**src/rtl/i2c_cmdq_pkg.sv**
```systemverilog
package i2c_cmdq_pkg;
   localparam int REG_AW = 8;
   localparam int REG_DW = 32;
   localparam int BYTE_W = 8;
   localparam int CMD_W  = BYTE_W + 1;

   localparam logic [REG_AW-1:0] OFS_DATA   = 8'h10;
   localparam logic [REG_AW-1:0] OFS_RX_THR = 8'h38;
   localparam logic [REG_AW-1:0] OFS_TX_THR = 8'h3C;
   localparam logic [REG_AW-1:0] OFS_ENABLE = 8'h6C;
   localparam logic [REG_AW-1:0] OFS_STATUS = 8'h70;
   localparam logic [REG_AW-1:0] OFS_TX_LVL = 8'h74;
   localparam logic [REG_AW-1:0] OFS_RX_LVL = 8'h78;

   localparam int RD_FLAG_BIT = 8;

   typedef struct packed {
      logic              is_read;
      logic [BYTE_W-1:0] data;
   } cmd_t;
endpackage

```
**src/rtl/cmdq_fifo.sv**
```systemverilog
module cmdq_fifo #(
   parameter int WIDTH = 8,
   parameter int DEPTH = 8,
   localparam int PTR_W = (DEPTH > 1) ? $clog2(DEPTH) : 1,
   localparam int CNT_W = $clog2(DEPTH + 1)
) (
   input  logic             clk,
   input  logic             rst_n,
   input  logic             flush,
   input  logic             push,
   input  logic [WIDTH-1:0] push_data,
   input  logic             pop,
   output logic [WIDTH-1:0] head,
   output logic             full,
   output logic             empty,
   output logic [CNT_W-1:0] level
);
   generate
      if (DEPTH < 2) begin : g_depth_bad
         $error("cmdq_fifo: DEPTH must be at least 2");
      end
      if (WIDTH < 1) begin : g_width_bad
         $error("cmdq_fifo: WIDTH must be positive");
      end
   endgenerate

   localparam logic [PTR_W-1:0] LAST = PTR_W'(DEPTH - 1);
   localparam logic [CNT_W-1:0] FULL_CNT = CNT_W'(DEPTH);

   logic [WIDTH-1:0] mem [DEPTH];
   logic [PTR_W-1:0] wr_ptr, rd_ptr;
   logic [CNT_W-1:0] cnt;
   logic             do_push, do_pop;

   assign full    = (cnt == FULL_CNT);
   assign empty   = (cnt == '0);
   assign level   = cnt;
   assign head    = mem[rd_ptr];
   assign do_push = push && !full && !flush;
   assign do_pop  = pop && !empty && !flush;

   always_ff @(posedge clk) begin
      if (do_push) begin
         mem[wr_ptr] <= push_data;
      end
   end

   always_ff @(posedge clk) begin
      if (!rst_n || flush) begin
         wr_ptr <= '0;
         rd_ptr <= '0;
         cnt    <= '0;
      end else begin
         if (do_push) begin
            wr_ptr <= (wr_ptr == LAST) ? '0 : wr_ptr + 1'b1;
         end
         if (do_pop) begin
            rd_ptr <= (rd_ptr == LAST) ? '0 : rd_ptr + 1'b1;
         end
         case ({do_push, do_pop})
            2'b10:   cnt <= cnt + 1'b1;
            2'b01:   cnt <= cnt - 1'b1;
            default: cnt <= cnt;
         endcase
      end
   end


   push_inc_chk: assert property (@(posedge clk) disable iff (!rst_n)
      (push && !full && !pop && !flush) |=> (level == $past(level) + 1'b1));


   full_hold_chk: assert property (@(posedge clk) disable iff (!rst_n)
      (push && full && !pop && !flush) |=> (level == $past(level)));
endmodule

```
**src/rtl/cmdq_level_flag.sv**
```systemverilog
module cmdq_level_flag #(
   parameter int  CNT_W = 4,
   parameter bit  ABOVE = 1'b0
) (
   input  logic [CNT_W-1:0] level,
   input  logic [CNT_W-1:0] thresh,
   output logic             flag
);
   generate
      if (CNT_W < 1) begin : g_cw_bad
         $error("cmdq_level_flag: CNT_W must be positive");
      end
      if (ABOVE) begin : g_above
         assign flag = (level > thresh);
      end else begin : g_at_or_below
         assign flag = (level <= thresh);
      end
   endgenerate
endmodule

```
**src/rtl/i2c_cmdq_frontend.sv**
```systemverilog
module i2c_cmdq_frontend
   import i2c_cmdq_pkg::*;
#(
   parameter int TX_DEPTH = 8,
   parameter int RX_DEPTH = 8
) (
   input  logic        clk,
   input  logic        rst_n,
   input  logic [7:0]  reg_addr,
   input  logic        reg_wr,
   input  logic        reg_rd,
   input  logic [31:0] reg_wdata,
   output logic [31:0] reg_rdata,
   output logic        cmd_valid,
   input  logic        cmd_ready,
   output logic        cmd_is_read,
   output logic [7:0]  cmd_byte,
   input  logic        rsp_valid,
   input  logic [7:0]  rsp_byte,
   input  logic        eng_busy,
   input  logic        abort_in,
   output logic        ctrl_enable,
   output logic        tx_empty,
   output logic        rx_full,
   output logic        tx_over,
   output logic        rx_under,
   output logic        rx_over,
   output logic        abort_disabled
);
   localparam int TX_CW = $clog2(TX_DEPTH + 1);
   localparam int RX_CW = $clog2(RX_DEPTH + 1);

   generate
      if (TX_CW > REG_DW || RX_CW > REG_DW) begin : g_cw_bad
         $error("i2c_cmdq_frontend: depth too large for register width");
      end
   endgenerate

   logic             en_q;
   logic [TX_CW-1:0] tx_thr_q, tx_lvl;
   logic [RX_CW-1:0] rx_thr_q, rx_lvl;
   logic             tx_full_f, tx_empty_f, rx_full_f, rx_empty_f;
   cmd_t             tx_head, tx_in;
   logic [BYTE_W-1:0] rx_head;

   logic wr_data_hit, rd_data_hit, flush_all, abort_dis_now;
   logic tx_push, tx_pop, rx_pop;
   logic unused_wdata;

   assign unused_wdata  = ^reg_wdata[REG_DW-1:CMD_W];
   assign wr_data_hit   = reg_wr && (reg_addr == OFS_DATA);
   assign rd_data_hit   = reg_rd && (reg_addr == OFS_DATA);
   assign abort_dis_now = wr_data_hit && !en_q;
   assign flush_all     = abort_in || abort_dis_now;
   assign tx_push       = wr_data_hit && en_q;
   assign tx_pop        = cmd_valid && cmd_ready;
   assign rx_pop        = rd_data_hit && !rx_empty_f;

   assign tx_in.is_read = reg_wdata[RD_FLAG_BIT];
   assign tx_in.data    = reg_wdata[BYTE_W-1:0];

   cmdq_fifo #(.WIDTH(CMD_W), .DEPTH(TX_DEPTH)) u_tx_q (
      .clk       (clk),
      .rst_n     (rst_n),
      .flush     (flush_all),
      .push      (tx_push),
      .push_data (tx_in),
      .pop       (tx_pop),
      .head      (tx_head),
      .full      (tx_full_f),
      .empty     (tx_empty_f),
      .level     (tx_lvl)
   );

   cmdq_fifo #(.WIDTH(BYTE_W), .DEPTH(RX_DEPTH)) u_rx_q (
      .clk       (clk),
      .rst_n     (rst_n),
      .flush     (flush_all),
      .push      (rsp_valid),
      .push_data (rsp_byte),
      .pop       (rx_pop),
      .head      (rx_head),
      .full      (rx_full_f),
      .empty     (rx_empty_f),
      .level     (rx_lvl)
   );

   cmdq_level_flag #(.CNT_W(TX_CW), .ABOVE(1'b0)) u_tx_flag (
      .level  (tx_lvl),
      .thresh (tx_thr_q),
      .flag   (tx_empty)
   );

   cmdq_level_flag #(.CNT_W(RX_CW), .ABOVE(1'b1)) u_rx_flag (
      .level  (rx_lvl),
      .thresh (rx_thr_q),
      .flag   (rx_full)
   );

   assign cmd_valid   = en_q && !tx_empty_f;
   assign cmd_is_read = tx_head.is_read;
   assign cmd_byte    = tx_head.data;
   assign ctrl_enable = en_q;

   // configuration registers
   always_ff @(posedge clk) begin
      if (!rst_n) begin
         en_q     <= 1'b0;
         tx_thr_q <= '0;
         rx_thr_q <= '0;
      end else if (reg_wr) begin
         case (reg_addr)
            OFS_ENABLE: en_q     <= reg_wdata[0];
            OFS_TX_THR: tx_thr_q <= reg_wdata[TX_CW-1:0];
            OFS_RX_THR: rx_thr_q <= reg_wdata[RX_CW-1:0];
            default:    ;
         endcase
      end
   end

   // read port and event pulses
   always_ff @(posedge clk) begin
      if (!rst_n) begin
         reg_rdata      <= '0;
         tx_over        <= 1'b0;
         rx_under       <= 1'b0;
         rx_over        <= 1'b0;
         abort_disabled <= 1'b0;
      end else begin
         tx_over        <= tx_push && tx_full_f;
         rx_under       <= rd_data_hit && rx_empty_f;
         rx_over        <= rsp_valid && rx_full_f;
         abort_disabled <= abort_dis_now;
         if (reg_rd) begin
            case (reg_addr)
               OFS_DATA:   reg_rdata <= rx_empty_f ? '0 : REG_DW'(rx_head);
               OFS_RX_THR: reg_rdata <= REG_DW'(rx_thr_q);
               OFS_TX_THR: reg_rdata <= REG_DW'(tx_thr_q);
               OFS_ENABLE: reg_rdata <= REG_DW'(en_q);
               OFS_STATUS: reg_rdata <= REG_DW'(eng_busy);
               OFS_TX_LVL: reg_rdata <= REG_DW'(tx_lvl);
               OFS_RX_LVL: reg_rdata <= REG_DW'(rx_lvl);
               default:    reg_rdata <= '0;
            endcase
         end
      end
   end


   abort_flush_chk: assert property (@(posedge clk) disable iff (!rst_n)
      abort_in |=> (tx_lvl == '0 && rx_lvl == '0));


   dis_flush_chk: assert property (@(posedge clk) disable iff (!rst_n)
      abort_disabled |-> (tx_lvl == '0 && rx_lvl == '0));


   tx_over_cause_chk: assert property (@(posedge clk) disable iff (!rst_n)
      tx_over |-> $past(wr_data_hit && tx_full_f));


   rx_under_zero_chk: assert property (@(posedge clk) disable iff (!rst_n)
      rx_under |-> (reg_rdata == '0));


   rx_over_cause_chk: assert property (@(posedge clk) disable iff (!rst_n)
      rx_over |-> $past(rsp_valid && rx_full_f));


   valid_needs_en_chk: assert property (@(posedge clk) disable iff (!rst_n)
      (!ctrl_enable && !tx_push) |=> (tx_lvl <= $past(tx_lvl)));
endmodule

```
**config.mk**
```make
export PLATFORM = sky130hd
export DESIGN_NAME = i2c_cmdq_frontend
export DESIGN_NICKNAME = d
export VERILOG_FILES = /design/src/rtl/i2c_cmdq_pkg.sv /design/src/rtl/cmdq_fifo.sv /design/src/rtl/cmdq_level_flag.sv /design/src/rtl/i2c_cmdq_frontend.sv
export SDC_FILE = /design/constraint.sdc
export NUM_CORES = 1
export LEC_CHECK = 0
export ABC_AREA = 1
export BUFFER_PORTS_ARGS = -buffer_cell sky130_fd_sc_hd__buf_2
export CORE_MARGIN = 4
export CORE_UTILIZATION = 29
export CTS_CLUSTER_DIAMETER = 100
export CTS_CLUSTER_SIZE = 14
export DETAILED_ROUTE_END_ITERATION = 12
export SYNTH_ARGS = -nofsm -noshare
export SYNTH_HDL_FRONTEND = slang
export SYNTH_SLANG_ARGS = --single-unit
```
**constraint.sdc**
```tcl
create_clock -name clk -period 3.7 [get_ports clk]
set_input_delay 0.37 -clock clk [delete_from_list [all_inputs] [get_ports clk]]
set_output_delay 0.37 -clock clk [all_outputs]
set_load 0.01 [all_outputs]
```
==> run_results.csv, run 1 <==
group,metric,value,unit
power,combPwrFrac,2.7,%
setup_path,worstSetupEndpointType,"output port",
clock_tree,cts_tree,"yes",
status,status,"finished clean",
clock_tree,cts_hold_buf,0,
die,die_w,174.2,microns
power,power.density,441.1,mW/mm^2
global_routing,antenna_found_initial,1,
setup_path,slowest_delay,0.47,ns
sta,setup_ws,1.102,ns
clock_tree,clock_path_buffers,2,
sta,setup_viol,0,
drt,via_per_inst,4.519,
power,leakage,0.003567,uW
synthesis,synth_seq_cells,183,
global_routing,grt_pass1_vias,5313,
setup_path,cp_cell_sequence,"buf_4, inv_1, o21ai_0, o22ai_1, nor2_1, a31oi_1, buf_2",
setup_path,start_kind,"flip-flop",
power,vdd_drop_max,0.2291,mV
sta,setup_tns,0,ns
power,seqPwrFrac,53.9,%
clock_tree,postCtsResizedCells,0,
die,num_rows,60,
synthesis,synth-main-ff-cell,"edfxtp_1",
power,total_power,4096,uW
clock_tree,clock-root-buffer,"clkbuf_16",
drt,vias,5577,
sta,worstMarginPinSlew,0.9251,ns
final_layout,fin_nets,926,
clock_tree,clock_sinks,183,
synthesis,synth-edff-count,136,
power,p_sw,954.4,uW
sta,fin_skew,0.01299,ns
setup_path,slowest_stage,"inv_1",
clock_tree,clkTransAtPathRegs,0.08,ns
global_routing,grt_use_total,12.26,%
final_layout,n_fill_cell,2746,
clock_tree,cts_max_level,4,
power,clkPwrFrac,43.3,%
sta,post-route-period-util,70.23,%
synthesis,async_flop_share,0,%
place,preCtsSetupSlack,0.9889,ns
die,initial_core_util,29.56,%
setup_path,path_max_fanout,19,
synthesis,synth_largest_area_cell,"edfxtp_1",
drt,detail_route.wl_per_cell,15.07,microns
sta,slew_headroom,38.10,%
synthesis,yosys.area.top_type_share,50.98,%
power,p_sw_share,23.30,%
setup_path,critPathRequiredTime,3.33,ns
drt,drtAntennaViolNets,0,
drt,dr.pass1.iters,4,
clock_tree,postCtsSetupBuffers,0,
synthesis,syn-mean-instance-area,10.30,sq um
setup_path,crit_type,"reg2out",
synthesis,netlist_instances,778,
setup_path,crit_arrival,2.23,ns
final_layout,finish.utilization,34.26,%
drt,drt_iter0_drc,340,
final_layout,synthToLayoutAreaGrowth,15.90,%
final_layout,mostFrequentLayoutCells,"nor2_1 (147), edfxtp_1 (136), nand2_1 (87), o21ai_0 (86), inv_1 (58)",
flow_run,timing.max_cap.violations,0,
hold_path,hp-class,"in2reg",
synthesis,synth.top_cells.by_area,"edfxtp_1 (51%), dfxtp_1 (12%), nor2_1 (6.9%)",
synthesis,ys_types,37,
synthesis,synth-warning-count,0,
synthesis,yosysSeqAreaShare,62.72,%
sta,drv_slew,0,
place,place.gp.congestion,0.7589,
final_layout,drive_gt1_share,14.29,%
die,die_y,174.2,microns
clock_tree,cts_made_buffers,17,
sta,rsz0062_at_grt,"no",
global_routing,grt_remaining_overflow,0,
die,die-area,0.03035,sq mm
drt,wl,18590,microns
synthesis,syn-cell-area,0.008011,sq mm
place,place_hpwl,12530,microns
final_layout,final_common_cell,"nor2_1",
die,io_pins,105,
sta,hold_viol_final,0,
power,cell_internal_pwr,3142,uW
sta,fmax,0.3848,GHz
die,core,0.02710,sq mm
place,io_buffers,57,
global_routing,grt_max_degree,37,
drt,drc,0,
sta,min_period,2.599,ns
global_routing,grt_pass1_wl,29260,microns
clock_tree,clock_latency,0.43,ns
synthesized netlist by cell type (2+ instances only):
cell type and count:
inv_2 4, o21ai_0 86, nor2_1 147, dfxtp_1 47, o221ai_1 8, xnor2_1 2
clkbuf_1 14, xor2_1 4, nand2_1 87, ha_1 22, inv_1 58, buf_2 7
nand2_2 2, o211ai_1 2, o22ai_1 9, nand3_1 41, nor2_2 3, clkinv_1 2
nand2_4 3, edfxtp_1 136, a31oi_1 9, a21oi_1 36, nor3_1 11, nand4_4 2
buf_4 24
critical path, delay by kind of cell (launching register included):
family	cells	cell delay (ns)
compound gates	3	0.58
simple gates	1	0.06
flops	1	0.30
buf+inv	3	0.85
power groups by stage:
stage          Sequential, uW  Clock [uW]  Combinational [uW]
4_1_cts                  2210        1800                 113
6_report                 2210        1770                 111
5_1_grt                  2210        1900                 128
3_3_place_gp             2260           0                 110
2_1_floorplan            2260           0                74.2
3_5_place_dp             2260           0                 112
cell type report:
cell class / count / area, sq um / area share (%)
Timing Repair Buffer: 75 / 420.4 / 4.528
Clock buffer: 18 / 429.2 / 4.622
Antenna cell: 1 / 2.502 / 0.02695
Clock inverter: 14 / 153.9 / 1.657
Tap cell: 372 / 465.4 / 5.013
Multi-Input combinational cell: 507 / 2549 / 27.45
Inverter: 64 / 240.2 / 2.587
Sequential cell: 183 / 5025 / 54.12
cell families after synthesis:
logic type | count (synthesis) | share of synthesized area, %
other | 1 | 0.04681
DFF | 183 | 62.72
xor gates and xnor gates | 6 | 0.6559
buffers and inverters | 111 | 6.544
and+or+nand+nor | 302 | 16.24
AOI/OAI and AO/OA | 153 | 10.35
adders and majority gates | 22 | 3.436
worst paths after layout:
kind	cells after the start	end	slack, ns	start
worst min-delay path	1	u_rx_q.mem[6][7]	0.20	rsp_byte[7]
worst max-delay path	7	cmd_byte[0]	1.10	flip-flop
worst max register to register	14	u_tx_q.level[2]	1.15	u_tx_q.level[0]
worst min register to register	2	reg_rdata[6]	0.47	reg_rdata[6]
registers in the layout, summed over array words and instances (netlist names), 3 cells and up, named ones only:
signal / count
u_tx_q.mem: 72
u_rx_q.mem: 64
reg_rdata: 8
rx_thr_q: 4
tx_thr_q: 4
u_rx_q.level: 4
u_tx_q.level: 4
u_rx_q.rd_ptr: 3
u_rx_q.wr_ptr: 3
u_tx_q.rd_ptr: 3
u_tx_q.wr_ptr: 3
through the flow:
step                      std cells  hold slack [ns]  area [sq um]
final                          1234           0.2019          9285
after global routing           1233           0.1995          9283
after CTS                      1233           0.1867          9283
after detailed placement       1201           0.4615          8700
after global placement         1201           0.4576          8700
after floorplan                 801           0.4415          8098
routing by layer:
layer | global-route usage [%] | routed length (microns)
met5 | 0 | 0
met4 | 2.606 | 182
met3 | 2.610 | 734
met2 | 21.31 | 9209
met1 | 15.78 | 8467
(Power assumes the default switching activity.)
==> inputs of run 2 (changes only) <==
Clock period 3.7 ns to 2.58 ns, I/O delays scaled along.
==> run 2 against run 1 <==
  * Sequential share of layout area is 0.73 points lower
  * Clock skew is 0.0013 ns higher
  * Design area is 1.4% higher
  * Cell count is 0.97% higher
==> run_results.csv, run 2 (synthesized netlist as in run 1, its figures left out) <==
group,metric,value,unit
drt,via_per_inst,4.534,
hold_path,hp-class,"in2reg",
final_layout,drive_gt1_share,15.56,%
drt,drc,0,
global_routing,grt_use_total,12.36,%
drt,dr.pass1.iters,6,
global_routing,grt_remaining_overflow,0,
clock_tree,cts_made_buffers,17,
drt,vias,5649,
hold_path,hp-start,"rsp_byte[7]",
global_routing,grt_pass1_wl,29240,microns
final_layout,fin_nets,939,
sta,min_period,2.354,ns
drt,wl,19100,microns
sta,setup_viol,0,
final_layout,largest-register,"u_tx_q.mem",
setup_path,reg2reg_from,"u_tx_q.level[0]",
global_routing,antenna_found_initial,0,
setup_path,crit_arrival,2.10,ns
final_layout,synthToLayoutAreaGrowth,17.49,%
clock_tree,cts_max_level,4,
power,leakage,0.003655,uW
sta,setup_ws,0.2261,ns
clock_tree,postCtsSetupBuffers,0,
place,preCtsSetupSlack,0.1157,ns
drt,drtAntennaViolNets,0,
power,power.density,636.9,mW/mm^2
setup_path,critPathRequiredTime,2.32,ns
sta,slew_headroom,51.07,%
clock_tree,clock_latency,0.44,ns
clock_tree,clock-root-buffer,"clkbuf_16",
final_layout,mostFrequentLayoutCells,"nor2_1 (147), edfxtp_1 (136), nand2_1 (87), o21ai_0 (86), inv_1 (58)",
drt,drt_iter0_drc,441,
global_routing,grt_max_degree,37,
setup_path,worstSetupEndpointType,"output port",
clock_tree,clkTransAtPathRegs,0.08,ns
clock_tree,postCtsResizedCells,0,
final_layout,num_antenna_cells,0,
final_layout,reg.largest.list,"u_tx_q.mem (72), u_rx_q.mem (64), reg_rdata (8)",
setup_path,start_kind,"flip-flop",
sta,fmax,0.4248,GHz
global_routing,grt_pass1_vias,5249,
sta,worstMarginPinSlew,0.7283,ns
die,die_w,174.2,microns
die,io_pins,105,
flow_run,timing.max_cap.violations,0,
final_layout,final_common_cell,"nor2_1",
clock_tree,cts_tree,"yes",
sta,hold_viol_final,0,
sta,rsz0062_at_grt,"no",
status,status,"finished clean",
place,place_hpwl,12650,microns
sta,setup_tns,0,ns
clock_tree,cts_hold_buf,0,
power,vdd_drop_max,0.3943,mV
clock_tree,clock_path_buffers,2,
setup_path,path_max_fanout,18,
sta,drv_slew,0,
die,core,0.02710,sq mm
die,num_rows,60,
die,initial_core_util,29.56,%
die,die-area,0.03035,sq mm
final_layout,largest_reg_flops,72,
drt,detail_route.wl_per_cell,15.33,microns
sta,fin_skew,0.01430,ns
place,place.gp.congestion,0.7759,
setup_path,crit_type,"reg2out",
die,die_y,174.2,microns
sta,post-route-period-util,91.24,%
place,io_buffers,57,
clock_tree,clock_sinks,183,
[run 2: cell count changes in the layout (fill, tap and decap cells not counted), sizes merged]
cell      change
buf          +13
bufinv        +1
clkinv        -1
clkinvlp      -1
diode         -1
inv           +1
[run 2: metrics by stage]
stage / std cells / instance area [sq um] / utilization (%) / power, uW / hold WS [ns]
floorplan: 801 / 8098 / - / 3342 / 0.3569
global placement: 1214 / 8810 / 32.51 / 3396 / 0.4566
detailed placement: 1214 / 8810 / 32.51 / 3399 / 0.4609
CTS: 1246 / 9413 / 34.73 / 6029 / 0.07348
global route: 1246 / 9413 / 34.73 / 6166 / 0.08171
finish: 1246 / 9413 / 34.73 / 5995 / 0.07805
[run 2: report_power, final]
group / internal (uW) / switching (uW) / total [uW]
combinational: 43.0 / 122 / 165
sequential: 3160 / 4.25 / 3170
clock: 1400 / 1260 / 2660
total: 4610 / 1390 / 5990
[run 2: path summary, 6_finish.rpt]
kind	depth (start not counted)	slack, ns	to
max	6	0.23	cmd_byte[2]
min	1	0.08	u_rx_q.mem[6][7]
min reg2reg	2	0.47	reg_rdata[0]
max reg2reg	16	0.29	u_tx_q.level[2]
[run 2: critical path: stages (launching register included)]
cell and delay, ns:
dfxtp_1 0.32, inv_1 0.49, o21ai_0 0.18, o22ai_1 0.15
nor2_1 0.06, a31oi_1 0.27, buf_2 0.19
[run 2: area by class of cell]
class | instances | area [sq um]
Clock inverter | 14 | 173.9
Timing Repair Buffer | 88 | 530.5
Sequential cell | 183 | 5025
Inverter | 64 | 240.2
Tap cell | 372 | 465.4
Multi-Input combinational cell | 507 | 2549
Clock buffer | 18 | 429.2
Fill cell | 2717 | 17690
[run 2: routing by layer]
metal  vias up  global-route usage (%)  share of wire [%]
li1       2810                       -                  -
met3        12                   2.284                4.8
met1      2679                   16.01                 45
met4         0                   3.167               0.96
met2       148                   21.34                 49
met5         -                       0                  0
